File: src/rtl/cfgs_pkg.sv
// Package: shared types for the configuration data streamer.
package cfgs_pkg;
    // Sequencer states: waiting for a start, streaming, image exhausted.
    typedef enum logic [1:0] {
        ST_IDLE = 2'd0,
        ST_RUN  = 2'd1,
        ST_DONE = 2'd2
    } strm_state_e;
endpackage

File: src/rtl/cfgs_rev_select.sv
// Revision selector. Chooses the revision from pins or from a strapped
// default and captures it when a read sequence starts.
// Assumes: start is a single-cycle pulse from the sequencer.
module cfgs_rev_select #(
    parameter int REV_W    = 2,
    parameter int BOOT_REV = 1
) (
    input  logic             clk,
    input  logic             rst_n,
    input  logic             pin_sel_en,
    input  logic [REV_W-1:0] pin_rev,
    input  logic             start,
    output logic [REV_W-1:0] sel_now,
    output logic [REV_W-1:0] rev_q
);
    localparam logic [REV_W-1:0] BOOT_V = REV_W'(BOOT_REV);

    // Pick the candidate revision from pins or the strap.
    always_comb begin
        sel_now = pin_sel_en ? pin_rev : BOOT_V;
    end

    // Capture the revision only at the start of a sequence.
    always_ff @(posedge clk) begin
        if (!rst_n) begin
            rev_q <= BOOT_V;
        end else if (start) begin
            rev_q <= sel_now;
        end
    end

    // the captured revision never moves mid-stream.
    p_rev_hold_r7: assert property (@(posedge clk) disable iff (!rst_n)
        !start |=> $stable(rev_q));
    // the pins win when their enable is high at start.
    p_rev_pick_r6: assert property (@(posedge clk) disable iff (!rst_n)
        (start && pin_sel_en) |=> rev_q == $past(pin_rev));
endmodule

File: src/rtl/cfgs_stream_fsm.sv
// Stream sequencer. Tracks the word offset and the bit position inside the
// selected revision, and computes the offset the memory must read so that
// its registered output holds the presented word after each edge.
// Assumes: REV_WORDS and WORD_W are powers of two.
module cfgs_stream_fsm
    import cfgs_pkg::*;
#(
    parameter int WORD_W    = 8,
    parameter int REV_WORDS = 16
) (
    input  logic              clk,
    input  logic              rst_n,
    input  logic              dev_sel_n,
    input  logic              drive_en_rst_n,
    input  logic              load_req,
    input  logic              sink_busy,
    input  logic              par_mode,
    input  logic              prog_mode,
    output strm_state_e       state_q,
    output logic              start,
    output logic              show,
    output logic              mode_q,
    output logic [$clog2(WORD_W)-1:0]    bit_q,
    output logic [$clog2(REV_WORDS)-1:0] fetch_off
);
    localparam int OFF_W = $clog2(REV_WORDS);
    localparam int BIT_W = $clog2(WORD_W);
    localparam logic [OFF_W-1:0] OFF_LAST = OFF_W'(REV_WORDS - 1);
    localparam logic [BIT_W-1:0] BIT_LAST = BIT_W'(WORD_W - 1);

    logic [OFF_W-1:0] ptr_q;
    logic             live;
    logic             adv;
    logic             last_word;
    logic             last_bit;

    // Decode start, presentation, advance and next fetch offset.
    always_comb begin
        live      = !dev_sel_n && drive_en_rst_n && load_req && !prog_mode;
        start     = (state_q == ST_IDLE) && live;
        show      = (state_q == ST_RUN) && live;
        last_bit  = (bit_q == BIT_LAST);
        last_word = (ptr_q == OFF_LAST);
        adv       = show && (mode_q ? !sink_busy : last_bit);
        fetch_off = (adv && !last_word) ? ptr_q + 1'b1 : ptr_q;
    end

    // Sequencer registers; frozen while the memory is being programmed.
    always_ff @(posedge clk) begin
        if (!rst_n) begin
            state_q <= ST_IDLE;
            ptr_q   <= '0;
            bit_q   <= '0;
            mode_q  <= 1'b0;
        end else if (!prog_mode) begin
            if (!drive_en_rst_n) begin
                state_q <= ST_IDLE;
                ptr_q   <= '0;
                bit_q   <= '0;
            end else begin
                case (state_q)
                    ST_IDLE: begin
                        if (start) begin
                            state_q <= ST_RUN;
                            mode_q  <= par_mode;
                            ptr_q   <= '0;
                            bit_q   <= '0;
                        end
                    end
                    ST_RUN: begin
                        if (adv) begin
                            bit_q <= '0;
                            if (last_word) begin
                                state_q <= ST_DONE;
                            end else begin
                                ptr_q <= ptr_q + 1'b1;
                            end
                        end else if (show && !mode_q) begin
                            bit_q <= bit_q + 1'b1;
                        end
                    end
                    default: begin
                        state_q <= ST_DONE;
                    end
                endcase
            end
        end
    end

    // a stall in parallel mode keeps the word in place.
    p_busy_hold_r4: assert property (@(posedge clk) disable iff (!rst_n)
        (show && mode_q && sink_busy) |=> ($stable(ptr_q) && state_q == ST_RUN));
    // programming freezes the whole sequencer.
    p_prog_freeze_r10: assert property (@(posedge clk) disable iff (!rst_n)
        prog_mode |=> ($stable(ptr_q) && $stable(state_q) && $stable(bit_q)));
    // a low drive-enable returns to offset 0 in idle.
    p_restart_r8: assert property (@(posedge clk) disable iff (!rst_n)
        (!prog_mode && !drive_en_rst_n) |=> (state_q == ST_IDLE && ptr_q == '0));
    // consuming the last word ends the image.
    p_end_r9: assert property (@(posedge clk) disable iff (!rst_n)
        (adv && last_word) |=> state_q == ST_DONE);
    // a paused stream does not advance.
    p_pause_r11: assert property (@(posedge clk) disable iff (!rst_n)
        (state_q == ST_RUN && !show && drive_en_rst_n) |=> $stable(ptr_q));
    // serial mode steps one bit per presented cycle.
    p_serial_step_r5: assert property (@(posedge clk) disable iff (!rst_n)
        (show && !mode_q && !last_bit) |=> bit_q == $past(bit_q) + 1'b1);
endmodule

File: src/rtl/cfgs_out_drive.sv
// Lane driver. Maps the memory word onto the data lanes in the captured
// mode and drives the cascade select.
// Assumes: mem_rdata holds the word the sequencer is presenting.
module cfgs_out_drive #(
    parameter int WORD_W = 8
) (
    input  logic                      clk,
    input  logic                      rst_n,
    input  logic                      show,
    input  logic                      mode_q,
    input  logic                      done,
    input  logic                      prog_mode,
    input  logic [$clog2(WORD_W)-1:0] bit_q,
    input  logic [WORD_W-1:0]         mem_rdata,
    output logic [WORD_W-1:0]         dq_o,
    output logic [WORD_W-1:0]         dq_oe,
    output logic                      next_sel_n
);
    localparam int BIT_W = $clog2(WORD_W);
    localparam logic [BIT_W-1:0] TOP_BIT = BIT_W'(WORD_W - 1);

    logic serial_bit;

    // Select the serial bit, most significant first.
    always_comb begin
        serial_bit = mem_rdata[TOP_BIT - bit_q];
    end

    // Lane 0 carries either the serial bit or word bit 0.
    always_comb begin
        dq_o[0]  = show ? (mode_q ? mem_rdata[0] : serial_bit) : 1'b0;
        dq_oe[0] = show;
    end

    // Upper lanes are driven only in parallel mode.
    for (genvar ln = 1; ln < WORD_W; ln++) begin : g_lane
        always_comb begin
            dq_o[ln]  = (show && mode_q) ? mem_rdata[ln] : 1'b0;
            dq_oe[ln] = show && mode_q;
        end
    end

    // Cascade select drops at end of image unless programming.
    always_comb begin
        next_sel_n = !(done && !prog_mode);
    end

    // programming holds the cascade select high and lanes off.
    p_cascade_prog_r10: assert property (@(posedge clk) disable iff (!rst_n)
        prog_mode |-> (next_sel_n && dq_oe == '0));
    // no presentation means released lanes.
    p_hiz_r2: assert property (@(posedge clk) disable iff (!rst_n)
        !show |-> dq_oe == '0);
    // end of image releases lanes and hands on.
    p_done_r9: assert property (@(posedge clk) disable iff (!rst_n)
        (done && !prog_mode) |-> (!next_sel_n && dq_oe == '0));
    // serial mode drives at most lane 0.
    p_lane_r5: assert property (@(posedge clk) disable iff (!rst_n)
        (show && !mode_q) |-> $onehot0(dq_oe) && dq_oe[0]);
endmodule

File: src/rtl/cfg_stream.sv
// Configuration memory data streamer, top level. Selects a revision,
// sequences reads through it and drives the data lanes in serial or
// parallel form, then hands on to the next device in a chain.
// Assumes: synchronous memory with one cycle read latency; revisions of
// REV_WORDS words placed back to back; REV_WORDS a power of two.
module cfg_stream
    import cfgs_pkg::*;
#(
    parameter int WORD_W    = 8,
    parameter int REV_CNT   = 4,
    parameter int REV_WORDS = 16,
    parameter int BOOT_REV  = 1,
    parameter int REV_W     = $clog2(REV_CNT),
    parameter int ADDR_W    = $clog2(REV_CNT) + $clog2(REV_WORDS)
) (
    input  logic              clk,
    input  logic              rst_n,
    input  logic              dev_sel_n,
    input  logic              drive_en_rst_n,
    input  logic              load_req,
    input  logic              sink_busy,
    input  logic              par_mode,
    input  logic              pin_sel_en,
    input  logic [REV_W-1:0]  pin_rev,
    input  logic              prog_mode,
    output logic [ADDR_W-1:0] mem_addr,
    input  logic [WORD_W-1:0] mem_rdata,
    output logic [WORD_W-1:0] dq_o,
    output logic [WORD_W-1:0] dq_oe,
    output logic              next_sel_n
);
    localparam int OFF_W = $clog2(REV_WORDS);
    localparam int BIT_W = $clog2(WORD_W);

    strm_state_e      state_q;
    logic             start;
    logic             show;
    logic             mode_q;
    logic [BIT_W-1:0] bit_q;
    logic [OFF_W-1:0] fetch_off;
    logic [REV_W-1:0] sel_now;
    logic [REV_W-1:0] rev_q;
    logic [REV_W-1:0] addr_rev;
    logic             done;

    cfgs_rev_select #(.REV_W(REV_W), .BOOT_REV(BOOT_REV)) u_rev (
        .clk        (clk),
        .rst_n      (rst_n),
        .pin_sel_en (pin_sel_en),
        .pin_rev    (pin_rev),
        .start      (start),
        .sel_now    (sel_now),
        .rev_q      (rev_q)
    );

    cfgs_stream_fsm #(.WORD_W(WORD_W), .REV_WORDS(REV_WORDS)) u_fsm (
        .clk            (clk),
        .rst_n          (rst_n),
        .dev_sel_n      (dev_sel_n),
        .drive_en_rst_n (drive_en_rst_n),
        .load_req       (load_req),
        .sink_busy      (sink_busy),
        .par_mode       (par_mode),
        .prog_mode      (prog_mode),
        .state_q        (state_q),
        .start          (start),
        .show           (show),
        .mode_q         (mode_q),
        .bit_q          (bit_q),
        .fetch_off      (fetch_off)
    );

    // Form the memory address from revision base and fetch offset.
    always_comb begin
        addr_rev = (state_q == ST_IDLE) ? sel_now : rev_q;
        mem_addr = {addr_rev, fetch_off};
        done     = (state_q == ST_DONE);
    end

    cfgs_out_drive #(.WORD_W(WORD_W)) u_out (
        .clk        (clk),
        .rst_n      (rst_n),
        .show       (show),
        .mode_q     (mode_q),
        .done       (done),
        .prog_mode  (prog_mode),
        .bit_q      (bit_q),
        .mem_rdata  (mem_rdata),
        .dq_o       (dq_o),
        .dq_oe      (dq_oe),
        .next_sel_n (next_sel_n)
    );

    // the cycle after reset shows released lanes and a high cascade select.
    p_reset_r1: assert property (@(posedge clk)
        $past(!rst_n) |-> (dq_oe == '0 && next_sel_n));
endmodule

File: config.mk
export PLATFORM = sky130hd
export DESIGN_NAME = cfg_stream
export DESIGN_NICKNAME = d
export VERILOG_FILES = /design/src/rtl/cfgs_pkg.sv /design/src/rtl/cfgs_rev_select.sv /design/src/rtl/cfgs_stream_fsm.sv /design/src/rtl/cfgs_out_drive.sv /design/src/rtl/cfg_stream.sv
export SDC_FILE = /design/constraint.sdc
export NUM_CORES = 1
export LEC_CHECK = 0
export ABC_AREA = 1
export ABC_CLOCK_PERIOD_IN_PS = 2200
export BUFFER_PORTS_ARGS = -buffer_cell sky130_fd_sc_hd__buf_2
export CAP_MARGIN = 20
export CORE_AREA = 2 2 54 56
export CTS_BUF_LIST = sky130_fd_sc_hd__clkbuf_8
export DETAILED_ROUTE_END_ITERATION = 8
export DIE_AREA = 0 0 56 58
export PLACE_DENSITY = 0.67
export SYNTH_ARGS = -nofsm -noshare
export SYNTH_HDL_FRONTEND = slang
export SYNTH_SLANG_ARGS = --single-unit
File: constraint.sdc
create_clock -name clk -period 2.2 [get_ports clk]
set_input_delay 0.22 -clock clk [delete_from_list [all_inputs] [get_ports clk]]
set_output_delay 0.22 -clock clk [all_outputs]
set_load 0.05 [all_outputs]
# Word-level counts from Yosys, hierarchy flattened

Index checks and enable logic that the tools add are counted.

Register bits: 12
Latch bits: 0
Bits in writable memories: 0
Memory bits (read-only): 0
Output and inout port bits: 23
Logic and storage cells: 71
Memories: 0

$add $sub $neg: 3
$mul: 0
Divide/modulo/power cells: 0
Magnitude comparators: 1
Equal/unequal tests: 10
Shift-type cells: 0
Muxes and demuxes: 30
Bitwise operators: 1
Reduce and logical (&&, ||, !) cells: 21

Operators with widths:

| operator                                                              | count |
|---|---|
| 4-bit 2-to-1 mux                                                      | 5 |
| 2-bit 2-to-1 mux                                                      | 6 |
| 3-bit 2-to-1 mux                                                      | 4 |
| 4-bit AND reduction                                                   | 3 |
| 1-bit 2-to-1 mux                                                      | 11 |
| 1-bit logical AND                                                     | 10 |
| 4-bit case mux with 2 select lines                                    | 1 |
| 1-bit logical NOT                                                     | 6 |
| 3-bit by 2-bit != test with 1-bit output (second input constant)      | 2 |
| 3-bit != test (second input constant)                                 | 2 |
| 3-bit case mux with 2 select lines                                    | 1 |
| 5-bit AND reduction                                                   | 1 |
| 4-bit by 1-bit adder with 4-bit output (second input constant)        | 1 |
| 4-bit == test (second input constant)                                 | 1 |
| 3-bit by 4-bit < comparator with 1-bit output (second input constant) | 1 |
| 4-bit by 3-bit != test with 1-bit output (second input constant)      | 1 |
| 2-bit case mux with 2 select lines                                    | 1 |
| 3-bit by 1-bit adder with 3-bit output (second input constant)        | 1 |
| 1-bit binary-select mux with 3-bit select                             | 1 |
| 3-bit == test (second input constant)                                 | 1 |
| 3-bit by 1-bit != test with 1-bit output (second input constant)      | 1 |
| 3-bit subtractor (first input constant)                               | 1 |
| 2-bit by 1-bit == test with 1-bit output (second input constant)      | 1 |
| 2-bit == test (second input constant)                                 | 1 |
| other kinds (2)                                                       | 2 |

# Logic depth before layout (Yosys ltp)

Gate-level depths: netlist of the first run.

Word-level depth: 10
Gate-level depth with buffers: 10
Depth with buffers taken out: 10

# By module

From an unflattened synthesis of the first run, not the netlist that was laid out.

Cells, all modules: 180
Area, all modules: 1146.1 µm²

Modules (own cells, without submodules):

| module          | instances | cells an instance | area each (µm²) |
|---|---|---|---|
| cfgs_stream_fsm | 1         | 112               | 802.0 |
| cfgs_out_drive  | 1         | 46                | 214.0 |
| cfgs_rev_select | 1         | 13                | 91.3 |
| cfg_stream      | 1         | 9                 | 38.8 |

# Least setup slack after synthesis of the first run

OpenSTA, ideal clock, no wires.

Path kind: reg2out
Start: register u_fsm.state_q[0]
End: output dq_o[1]
Arrival time: 2640 ps
Required time: 1980 ps
Setup slack: -660 ps
Cell stages (with the launch flop): 7
Buffers on the path: 0
Path through: dfxtp_1 > inv_1 > nor2_1 > nand2_1 > nor2_1 > inv_1 > nor2_1

Cells in the longest elaborated chain, start to end: 4

Ends and longest elaborated chain:

| item                                     | RTL line              | RTL |
|---|---|---|
| start: declaration                       | cfgs_stream_fsm.sv:19 | `output strm_state_e state_q,` |
| start signal: assignment                 | cfgs_stream_fsm.sv:51 | `state_q <= ST_IDLE;` |
| start signal: assignment                 | cfgs_stream_fsm.sv:57 | `state_q <= ST_IDLE;` |
| start signal: assignment                 | cfgs_stream_fsm.sv:64 | `state_q <= ST_RUN;` |
| 2-bit by 1-bit == test with 1-bit output | cfgs_stream_fsm.sv:41 | `show = (state_q == ST_RUN) && live;` |
| 1-bit logical AND                        | cfgs_stream_fsm.sv:41 |  |
| 1-bit logical AND                        | n/a                   |  |
| named net dq_oe[1]                       | cfg_stream.sv:29      | `output logic [WORD_W-1:0] dq_oe,` |
| 1-bit 2-to-1 mux                         | cfgs_out_drive.sv:38  | `dq_o[ln] = (show && mode_q) ? mem_rdata[ln] : 1'b0;` |
| end: declaration                         | cfg_stream.sv:28      | `output logic [WORD_W-1:0] dq_o,` |

The timed path passes the listed nets, and every way through them passes these cells.

# Final worst setup path of the first run

Start: register u_fsm.bit_q[0]
End: output mem_addr[1]

Cells in the longest elaborated chain, start to end: 5

Ends and longest elaborated chain:

| item                     | RTL line              | RTL |
|---|---|---|
| start: declaration       | cfgs_stream_fsm.sv:23 | `output logic [$clog2(WORD_W)-1:0] bit_q,` |
| start signal: assignment | cfgs_stream_fsm.sv:79 | `bit_q <= bit_q + 1'b1;` |
| 3-bit == test            | cfgs_stream_fsm.sv:42 | `last_bit = (bit_q == BIT_LAST);` |
| 1-bit 2-to-1 mux         | cfgs_stream_fsm.sv:44 | `adv = show && (mode_q ? !sink_busy : last_bit);` |
| 1-bit logical AND        | cfgs_stream_fsm.sv:44 |  |
| 1-bit logical AND        | cfgs_stream_fsm.sv:45 | `fetch_off = (adv && !last_word) ? ptr_q + 1'b1 : ptr_q;` |
| 4-bit 2-to-1 mux         | cfgs_stream_fsm.sv:45 |  |
| end: declaration         | cfg_stream.sv:26      | `output logic [ADDR_W-1:0] mem_addr,` |

No other way between the ends.

==> results.txt, run 1 <==
The flow ran to the end, and the final reports show no timing, DRC or antenna violations. For this design the total switching power over the nets is around 210 uW. In this run the remaining antenna-violating nets after routing total 0. The area of the die is roughly 3200 um2. Clock skew on the completed layout was measured at 0.002377 ns. The number of synthesized flops with an enable pin is 0. The estimated wirelength of the detail-placed design came out at 1742 um.

The post-synth net total came out at 188. In this run switching power makes up roughly 34% of total power. The final routed DRC violation total is 0. The total core area came out at approximately 2700 um2. The number of vias per cell came out at approximately 4.6. In the synthesized netlist the dominant register cell turns out to be sky130_fd_sc_hd__dfxtp_1.

Before CTS, the worst setup slack after placement is 0.2769 ns. sky130_fd_sc_hd__dfxtp_1 takes more of the synthesized area than any other cell. In the final routed layout, each cell accounts on average for around 9.2 um. The overall fraction of global-route tracks in use is 15.02%. Entering global routing, the biggest net connects 10 pins. Walking the worst path, the cells encountered are ha_1 -> ha_1 -> nand2_1 -> nand2_1 -> nand3_4 -> nand2_4 -> nand2_4 -> o22ai_1 -> buf_2. The vertical die dimension came out at around 58 um. The final instance area is 1282 um2. Of all flip-flops after synthesis, the portion carrying an async set or reset was 0%.

The number of logic stages on the critical path including buffering is 9. The post-CTS setup repair buffer count came out at 0. The total number of clock tree sinks is 12. The worst setup path is launched from a flop. The area growth from synthesis to layout is 27.01%.

The static leakage came out at slightly below 0.0007 uW. The endpoint of the lowest-slack register-to-register path is u_fsm.state_q[0]. The weighted congestion reported at the end of routability-driven placement came out at 0.7717. The deepest level of the CTS H-tree came out at 1.

The tool flagged a number of max-cap violations equal to 0. The worst register-to-register path begins at u_fsm.ptr_q[0]. The row count came out at 19. The number of setup violations in the final report is 0.

IR analysis of the VDD net gives a maximum drop of 0.2771 mV. The largest buffer count on any clock path is 2. The first detailed-routing pass ran for 4 iterations. Summing all placed instances gives a cell area of about 1200 um2.

The post-route worst setup slack is roughly 0.15 ns. The number of buffers and inverters on the critical path came out at 1. The max-slew violation count is 0. The total routed wirelength came out at about 2200 um. STA classifies the critical path endpoint as an output pin. The initial standard-cell utilization of the core is 37.92%. The count of buffers from port buffering came out at 41. In this run, flip-flops and latches consume 39.6% of the power. In this run the clock root is driven by a sky130_fd_sc_hd__clkbuf_8.

The maximum cell stage delay along the critical path is 0.39 ns. The synthesized netlist occupies a cell area of 1010 um2. The path class of the lowest-slack min-delay path is input port to flop. For the worst-skew pair, the clock arrives at the later sink with an insertion delay of 0.24 ns. The maximum clock frequency came out at 0.4879 GHz. The clock buffer count from CTS came out at 3.

The top fanout value on the critical path is 9. The number of storage elements in the synthesis netlist came out at 12. The power per cell area is 492.4 nW/um2. At the pin with the least slew margin, the transition time is 0.3048 ns. The data arrival time at the worst-slack endpoint came out at about 1.8 ns. Of the cells placed in the final design, the portion with a size suffix greater than 1 is 33.50%. The die extent in x is 56 um.

The required time reported for the critical path endpoint is 1.98 ns. Setup slack on the worst reg-to-reg path comes out at 0.72 ns. In this run the worst setup path begins at u_fsm.bit_q[0]. Ranked by instance count, the synthesized netlist is headed by sky130_fd_sc_hd__nand2_1, sky130_fd_sc_hd__inv_1, sky130_fd_sc_hd__nor2_1. The setup TNS is 0 ns. The clock network fraction of total power came out at approximately 31%. The distinct cell type count of the synthesized netlist came out at 21.

In the post-synthesis netlist, the biggest area contributors are sky130_fd_sc_hd__dfxtp_1, sky130_fd_sc_hd__nand2_1, sky130_fd_sc_hd__inv_1. The cell class contributing the biggest share of worst-path delay is simple AND/OR/NAND/NOR gates. The hold buffer count at CTS is 0. The headroom to the max-slew limit is 79.61%. The synthesized design devotes to its leading area cell type a little under a quarter of total area. The total number of yosys warnings is 0. The smallest clock period supported by the final layout is computed as 2.049 ns. The post-cts resize count came out at 0.

The slowest stage of the critical path belongs to the cell sky130_fd_sc_hd__dfxtp_2. In this run the worst setup path terminates at mem_addr[1]. The via count of the first global-routing pass came out at 937.

The clock input transition at the sequential cells of the worst setup and hold paths is 0.05 ns. The cell count after synthesis is 166. In this run the mean area of a mapped cell was 6.083 um2. Summing the sequential cell areas from Yosys gives 23.79% of the chip area.

The count of pins on the block boundary is 42. The number of cells traversed by the worst register-to-register path is 8. The overflow left after global routing came out at 0. The number of nets in the layout is 227.

The number of design-rule violations left by the first detailed-router iteration is 19. The share of total power in combinational logic is 29.4%. The most common cell in the netlist is sky130_fd_sc_hd__nand2_1.

Setup repair after global routing left no endpoint under its margin. The total number of vias came out at 1071. The final cycle utilization of the critical path came out at ~93%. The first global-routing pass estimated ~4000 um of wire. Internal power comes to 417.3 uW. The initial antenna violation count is 0. The number of failing hold endpoints at the final stage is 0.

The number of diodes added for antenna fixing is 0. TritonCTS built the clock tree. The kind of critical path is flop to output pin.
through the flow:
stage	hold WS (ns)	std cells	total power (uW)	utilization, %
2_1_floorplan	0.3407	166	388.7	-
3_3_place_gp	0.4449	231	437.7	46.05
3_5_place_dp	0.4437	231	437.9	46.05
4_1_cts	0.2659	234	638.1	47.60
5_1_grt	0.2749	234	681.7	48.17
6_report	0.2623	234	631.6	48.17
cell usage in the layout (no fill, tap or decap), drive strengths merged, types with 3 or more instances in the layout:
master,n
nand3,20
buf,39
o22ai,3
dfxtp,12
ha,3
nand2,41
nor2,26
clkbuf,5
inv,27
o21ai,8
a21oi,12
layer usage:
metal / GRT usage [%] / wire [um] / part of all wire, %
met1: 20.27 / 1015 / 47
met2: 23.53 / 952 / 44
met3: 4.464 / 178 / 8.3
met4: 4.082 / 8 / 0.37
met5: 0 / 0 / 0
layout make-up:
| type | count | area, um2 |
|---|---|---|
| fillers | 303 | 1380 |
| multi-input cells | 120 | 648.1 |
| flip-flops and latches | 12 | 242.7 |
| repair buffers | 41 | 210.2 |
| inverters | 27 | 101.3 |
| clock buffers | 3 | 41.29 |
| well taps | 31 | 38.79 |
power by group through the flow:
stage / sequential (uW) / combinational [uW] / clock, uW
6_report: 250 / 186 / 196
5_1_grt: 253 / 215 / 214
4_1_cts: 249 / 185 / 204
3_5_place_dp: 253 / 185 / 0
3_3_place_gp: 253 / 185 / 0
2_1_floorplan: 250 / 139 / 0
sequential cells by signal, indices dropped and copies added, names as in the netlist:
| signal | flops |
|---|---|
| u_fsm.ptr_q | 4 |
| u_fsm.bit_q | 3 |
| u_fsm.state_q | 2 |
| u_rev.rev_q | 2 |
| u_fsm.mode_q | 1 |
how the worst min path moves through the flow:
stage | start | endpoint | slack, ns | depth (start not counted)
2_1_floorplan | rst_n | u_fsm.ptr_q[0] | 0.34 | 2
3_3_place_gp | u_rev.rev_q[1] | u_rev.rev_q[1] | 0.44 | 2
3_5_place_dp | u_rev.rev_q[1] | u_rev.rev_q[1] | 0.44 | 2
4_1_cts | rst_n | u_fsm.bit_q[1] | 0.27 | 3
5_1_grt | rst_n | u_fsm.bit_q[0] | 0.27 | 3
6_report | rst_n | u_fsm.bit_q[1] | 0.26 | 3
worst min-delay path: cells and delay by family:
family / cells / cell delay, ns
buf+inv: 1 / 0.14
simple gates: 2 / 0.10
kinds of logic after synthesis:
kind of cell	synth area share [%]
simple gates	42.26
buf+inv	15.24
compound gates	13.26
flops	23.79
fa+ha+maj	3.718
xor+xnor	1.735
(Power assumes the default switching activity.)
==> run 2, diff against run 1 <==
--- a/config.mk
+++ b/config.mk
@@ -6,7 +6,7 @@
 export NUM_CORES = 1
 export LEC_CHECK = 0
 export ABC_AREA = 1
-export ABC_CLOCK_PERIOD_IN_PS = 2200
+export ABC_CLOCK_PERIOD_IN_PS = 2650
 export BUFFER_PORTS_ARGS = -buffer_cell sky130_fd_sc_hd__buf_2
 export CAP_MARGIN = 20
 export CORE_AREA = 2 2 54 56
==> constraint.sdc (replaced) <==
create_clock -name clk -period 2.65 [get_ports clk]
set_input_delay 0.265 -clock clk [delete_from_list [all_inputs] [get_ports clk]]
set_output_delay 0.265 -clock clk [all_outputs]
set_load 0.05 [all_outputs]
==> results.txt, run 2 (same netlist as run 1, synthesis figures left out) <==
Run status: finished clean (unchanged). The setup TNS is 0 ns (unchanged). The total routed wirelength came out at 2313 um (was 2155 um).

The wire length of the first global-routing pass came out at 4160 um (was 3974 um). The final routed DRC violation total came out at 0 (unchanged). The data arrival time at the worst-slack endpoint is 1.99 ns (was 1.83 ns). Unrepaired setup endpoints after global routing: false (unchanged). The number of diodes added for antenna fixing came out at 0 (unchanged). The pin slew with the least headroom to its limit is 0.3317 ns (was 0.3048 ns). The slowest stage cell on the critical path was sky130_fd_sc_hd__dfxtp_1 (was sky130_fd_sc_hd__dfxtp_2). The die extent in x was 56 um (unchanged). The static leakage came to 0.0007001 uW (was 0.0006909 uW). The CTS tree is built (unchanged). The top fanout value on the critical path is 9 (unchanged). The overall fraction of global-route tracks in use came out at 15.85% (was 15.02%). The maximum clock frequency is 0.4433 GHz. The count of pins on the block boundary is 42 (unchanged). Cell chain of the critical path: ha_1 -> ha_1 -> nand2_1 -> nand2_1 -> nand3_4 -> nor2_2 -> xor2_1 -> buf_2 (was ha_1 -> ha_1 -> nand2_1 -> nand2_1 -> nand3_4 -> nand2_4 -> nand2_4 -> o22ai_1 -> buf_2). The via count of the first global-routing pass is 987 (was 937). The total number of vias came out at 1088 (was 1071).

The deepest level of the CTS H-tree came out at 1 (unchanged). The mean routed wirelength per cell was 9.843 um (was 9.209 um). The post-CTS setup repair buffer count came out at 0 (unchanged). The largest net degree at the start of global routing is 10 (unchanged).

The kind of critical path is flop to output pin (unchanged). The clock input transition at the sequential cells of the worst setup and hold paths is 0.05 ns (about the same). The endpoint of the lowest-slack register-to-register path is u_fsm.ptr_q[2] (was u_fsm.state_q[0]).

The largest buffer count on any clock path is 2 (unchanged). The vertical die dimension is 58 um (unchanged). The clock buffer count from CTS came out at 3 (unchanged). The area added between synthesis and finish is 24.66% (was 27.01%). The count of buffers from port buffering was 41 (unchanged). The beginning of the worst hold path is rst_n (unchanged). The final cycle utilization of the critical path is about 85%.

The weighted congestion reported at the end of routability-driven placement came to 0.8231 (was 0.7717). The power per cell area is 446.6 nW/um2 (was 492.4 nW/um2). The category of the worst setup path launch point is a flop (unchanged). The number of max-capacitance violations reported is 0 (unchanged). The library cell used as clock root buffer is sky130_fd_sc_hd__clkbuf_8 (unchanged). The final standard cell utilization of the core came out at 47.27% (was 48.17%). The required time reported for the critical path endpoint came out at 2.38 ns (was 1.98 ns).

The launch point of the worst reg-to-reg path was u_fsm.bit_q[0] (was u_fsm.ptr_q[0]). The largest clock skew in the final design came to 0.0004530 ns (was 0.002377 ns). The overflow left after global routing is 0 (unchanged). The endpoint of the worst hold path is u_fsm.bit_q[2] (was u_fsm.bit_q[1]). The number of nets in the layout is 227 (unchanged). The total number of clock tree sinks came out at 12 (unchanged). The number of design-rule violations left by the first detailed-router iteration is 35 (was 19).

The maximum cell stage delay along the critical path came out at 0.46 ns (was 0.39 ns). The total core area came out at 2663 um2 (unchanged). Biggest registers after layout: u_fsm.ptr_q: 4 flops, u_fsm.bit_q: 3 flops (unchanged). The final antenna-violating net count came to 0 (unchanged).

The number of iterations in the first detailed-routing pass came out at 4 (unchanged). The estimated wirelength of the detail-placed design came out at 1806 um (was 1742 um). The max-slew violation count came to 0 (unchanged). The number of fill cells came out at 318 (was 303).

The peak supply drop came to 0.2703 mV (was 0.2771 mV). The largest register by flop count is u_fsm.ptr_q (unchanged). The clock network latency to the later pin of the worst-skew pair is 0.24 ns (about the same). The initial antenna violation count came out at 0 (unchanged). The number of flip-flops under the largest register name was 4 (unchanged). The initial standard-cell utilization of the core is 37.92% (unchanged). The number of setup violations in the final report is 0 (unchanged). The number of cells traversed by the worst register-to-register path is 10 (was 8). The row count is 19 (unchanged).

The count of non-filler cells in the finished layout is 235 (was 234). The worst path in the final design needs a cycle of 2.256 ns, including I/O delays and setup. The leading cell type in the layout, fill and taps excluded is sky130_fd_sc_hd__buf_2 (unchanged).

The kind of end point of the critical path is an output pin (unchanged). The number of failing hold endpoints at the final stage is 0 (unchanged). Commonest cells after routing, fill and taps aside: sky130_fd_sc_hd__buf_2, sky130_fd_sc_hd__nand2_1, sky130_fd_sc_hd__inv_1 (unchanged). The register-to-register setup slack is 1.10 ns (was 0.72 ns). The layout cell share with drive strength beyond 1 was 28.92% (was 33.50%). The cell count after placement is 231 (unchanged). The post-cts resize count is 0 (unchanged). The number of vias per cell is 4.630 (was 4.577). The path class of the lowest-slack min-delay path is input port to flop (unchanged).

The area of the die came out at 3248 um2 (unchanged). The number of cells on the worst hold path came to 3 (unchanged). The hold buffer count at CTS came out at 0 (unchanged).

The headroom to the max-slew limit came out at 77.80% (was 79.61%).
## run 2: power breakdown
part	switching, uW	total (uW)	internal, uW
logic	101	152	51.0
clock network	72.0	204	132
registers	13.2	206	193
## run 2: worst max-delay path by stage
stage	from	to	slack (ns)	cells past startpoint
2_1_floorplan	u_fsm.state_q[0]	dq_o[1]	0.12	6
3_3_place_gp	u_fsm.bit_q[0]	mem_addr[0]	0.69	8
3_5_place_dp	u_fsm.bit_q[0]	mem_addr[0]	0.66	8
4_1_cts	u_fsm.bit_q[0]	mem_addr[0]	0.37	8
5_1_grt	u_fsm.state_q[0]	dq_o[6]	0.19	7
6_report	u_fsm.bit_q[0]	mem_addr[0]	0.39	8
## run 2: routing by layer
| metal | wire length [um] | vias to the layer above | global-route usage, % |
|---|---|---|---|
| met5 | 0 | - | 0 |
| met4 | 40 | 0 | 7.143 |
| met3 | 187 | 5 | 3.571 |
| li1 | - | 600 | - |
| met1 | 1041 | 445 | 19.70 |
| met2 | 1043 | 38 | 26.39 |
## run 2: through the flow
step,power [uW],area (um2),setup WS (ns),hold WS (ns)
5_1_grt,601.4,1259,0.1911,0.3235
6_report,562.2,1259,0.3942,0.3101
4_1_cts,568.5,1259,0.3749,0.3087
3_5_place_dp,362.7,1204,0.6573,0.4409
3_3_place_gp,362.4,1204,0.6879,0.4449
2_1_floorplan,321.3,1012,0.1206,0.3857
## run 2: cell type report
class | instances | area, um2 | area share (%)
clock buffer | 4 | 55.05 | 4.374
multi-input combinational | 120 | 618.1 | 49.11
tap | 31 | 38.79 | 3.082
inverter | 27 | 101.3 | 8.052
sequential | 12 | 240.2 | 19.09
timing repair buffer | 41 | 205.2 | 16.30
## run 2: critical path, delay by kind of cell (launching register included)
| kind | cells | cell delay, ns |
|---|---|---|
| xor+xnor | 1 | 0.16 |
| flops | 1 | 0.46 |
| buf+inv | 1 | 0.27 |
| fa+ha+maj | 2 | 0.32 |
| simple gates | 4 | 0.52 |
==> run 3, diff against run 2 <==
--- a/config.mk
+++ b/config.mk
@@ -7,13 +7,13 @@
 export LEC_CHECK = 0
 export ABC_AREA = 1
 export ABC_CLOCK_PERIOD_IN_PS = 2650
-export BUFFER_PORTS_ARGS = -buffer_cell sky130_fd_sc_hd__buf_2
 export CAP_MARGIN = 20
 export CORE_AREA = 2 2 54 56
 export CTS_BUF_LIST = sky130_fd_sc_hd__clkbuf_8
 export DETAILED_ROUTE_END_ITERATION = 8
 export DIE_AREA = 0 0 56 58
-export PLACE_DENSITY = 0.67
+export DONT_BUFFER_PORTS = 1
+export PLACE_DENSITY = 0.53
 export SYNTH_ARGS = -nofsm -noshare
 export SYNTH_HDL_FRONTEND = slang
 export SYNTH_SLANG_ARGS = --single-unit
==> results.txt, run 3 (same netlist as run 1, synthesis figures left out) <==
The number of fill cells came out at 288 (was 318). The initial antenna violation count came out at 0 (unchanged). The clock buffer count from CTS is 3 (unchanged).

The top fanout value on the critical path came to 9 (unchanged). The row count came to 19 (unchanged). The vertical die dimension is 58 um (unchanged).

The number of design-rule violations left by the first detailed-router iteration came out at 22 (was 35). The largest register by flop count is u_fsm.ptr_q (unchanged). The final routed DRC violation total came out at 0 (unchanged). The combined area of the multi-input logic cells is 623.1 um2 (was 618.1 um2).

Unrepaired setup endpoints after global routing: false (unchanged). The worst hold slack is 0.1399 ns (was 0.3101 ns). The weighted congestion reported at the end of routability-driven placement was 0.8260 (was 0.8231). The via count of the first global-routing pass came to 948 (was 987). The number of max-capacitance violations reported came to 0 (unchanged).

The static leakage is 0.0005933 uW (was 0.0007001 uW). The deepest level of the CTS H-tree is 1 (unchanged). The number of setup violations in the final report came out at 0 (unchanged). The post-cts resize count was 0 (unchanged). The total core area is 2663 um2 (unchanged).

The largest buffer count on any clock path is 2 (unchanged). The area taken by flip-flops and latches is 240.2 um2 (unchanged). The clock network latency to the later pin of the worst-skew pair came out at 0.24 ns (about the same). The mean routed wirelength per cell was 10.59 um (was 9.843 um).

The overall fraction of global-route tracks in use is 14.70% (was 15.85%). The path class of the lowest-slack min-delay path is input port to flop (unchanged). The area added between synthesis and finish came out at 17.35% (was 24.66%).

The number of nets in the layout came out at 202 (was 227). The estimated wirelength of the detail-placed design is 1778 um (was 1806 um). The clock input transition at the sequential cells of the worst setup and hold paths came to 0.05 ns (about the same). The kind of end point of the critical path is an output pin (unchanged).

The final antenna-violating net count is 0 (unchanged). The max-slew violation count came to 0 (unchanged). The number of failing hold endpoints at the final stage was 0 (unchanged). The kind of critical path is flop to output pin (unchanged). The total number of vias came out at 1021 (was 1088). Run status: finished clean (unchanged). The overflow left after global routing came out at 0 (unchanged). The required time reported for the critical path endpoint came out at 2.38 ns (about the same). The post-CTS setup repair buffer count is 0 (unchanged). The number of iterations in the first detailed-routing pass came to 4 (unchanged). The initial standard-cell utilization of the core came out at 37.92% (unchanged). The total number of clock tree sinks is 12 (unchanged). The pin slew with the least headroom to its limit is 0.5358 ns (was 0.3317 ns).

The wire length of the first global-routing pass is 3870 um (was 4160 um). The die extent in x is 56 um (unchanged). The category of the worst setup path launch point is a flop (unchanged).

The power per cell area came out at 430.1 nW/um2 (was 446.6 nW/um2). The number of flip-flops under the largest register name is 4 (unchanged). The largest clock skew in the final design is 0.002984 ns (was 0.0004530 ns). The count of buffers from port buffering is 0 (was 41). The number of diodes added for antenna fixing came out at 0 (unchanged).

The largest net degree at the start of global routing came out at 10 (unchanged). Commonest cells after routing, fill and taps aside: sky130_fd_sc_hd__nand2_1, sky130_fd_sc_hd__inv_1, sky130_fd_sc_hd__nor2_1 (was sky130_fd_sc_hd__buf_2, sky130_fd_sc_hd__nand2_1, sky130_fd_sc_hd__inv_1). The headroom to the max-slew limit came to 64.18% (was 77.80%).

The number of vias per cell is 4.885 (was 4.630). The layout cell share with drive strength beyond 1 is 18.54% (was 28.92%). The peak supply drop was 0.2441 mV (was 0.2703 mV). The hold buffer count at CTS is 0 (unchanged). The total routed wirelength is 2213 um (was 2313 um). The leading cell type in the layout, fill and taps excluded is sky130_fd_sc_hd__nand2_1 (was sky130_fd_sc_hd__buf_2). The final cycle utilization of the critical path came out at 82.56% (was 85.12%). The pre-CTS setup slack was 0.6999 ns (was 0.6573 ns).

The minimum period implied by the final worst setup slack is 2.188 ns (was 2.256 ns). The data arrival time at the worst-slack endpoint came out at 1.92 ns (was 1.99 ns). The area of the die is 3248 um2 (unchanged). The setup TNS is 0 ns (unchanged). The CTS tree is built (unchanged). The maximum clock frequency is 0.4570 GHz (was 0.4433 GHz). Biggest registers after layout: u_fsm.ptr_q: 4 flops, u_fsm.bit_q: 3 flops (unchanged). The count of pins on the block boundary came out at 42 (unchanged). The library cell used as clock root buffer is sky130_fd_sc_hd__clkbuf_8 (unchanged). The post-route worst setup slack is 0.4620 ns (was 0.3942 ns).
## run 3: changes by cell type in the layout (fill, tap and decap cells not counted), sizes merged
cell    change
clkbuf      -1
buf        -25
## run 3: cell type report
class / count / share of cell area, %
Sequential cell: 12 / 20.27
Multi-Input combinational cell: 120 / 52.59
Clock buffer: 3 / 3.485
Timing Repair Buffer: 16 / 11.83
Inverter: 27 / 8.553
Tap cell: 31 / 3.273
## run 3: stage by stage
stage               utilization, %  cells  area, um2  power [uW]
CTS                          44.50    209       1185       517.4
finish                       44.50    209       1185       509.7
global placement             42.95    206       1144       347.6
global route                 44.50    209       1185       545.1
floorplan                        -    166       1012       321.3
detailed placement           42.95    206       1144       348.6
## run 3: per-layer routing
layer  part of all wire (%)  global-route usage (%)  vias up
li1                       -                       -      544
met3                    6.4                   2.679        2
met2                     47                   25.71       31
met5                      0                       0        -
met1                     45                   17.28      444
met4                    1.2                   7.483        0
## run 3: critical path, stage by stage, from the launching register on
cell                      delay [ns]
sky130_fd_sc_hd__dfxtp_1        0.46
sky130_fd_sc_hd__ha_1           0.20
sky130_fd_sc_hd__ha_1           0.14
sky130_fd_sc_hd__nand2_1        0.05
sky130_fd_sc_hd__nand2_1        0.10
sky130_fd_sc_hd__nand3_4        0.13
sky130_fd_sc_hd__nor2_2         0.23
sky130_fd_sc_hd__xor2_1         0.17
sky130_fd_sc_hd__buf_4          0.21
## run 3: path summary, 6_finish.rpt
path,startpoint,end,slack [ns],cells after the start
worst min register to register,u_rev.rev_q[1],u_rev.rev_q[1],0.45,2
worst min-delay path,rst_n,u_fsm.bit_q[2],0.14,2
worst max register to register,u_fsm.bit_q[0],u_fsm.ptr_q[2],1.10,10
worst max-delay path,u_fsm.bit_q[0],mem_addr[0],0.46,8
## run 3: power by group
part | internal (uW) | switching (uW)
logic | 44.0 | 93.4
registers | 193 | 13.4
clock network | 100 | 65.3
total | 338 | 172
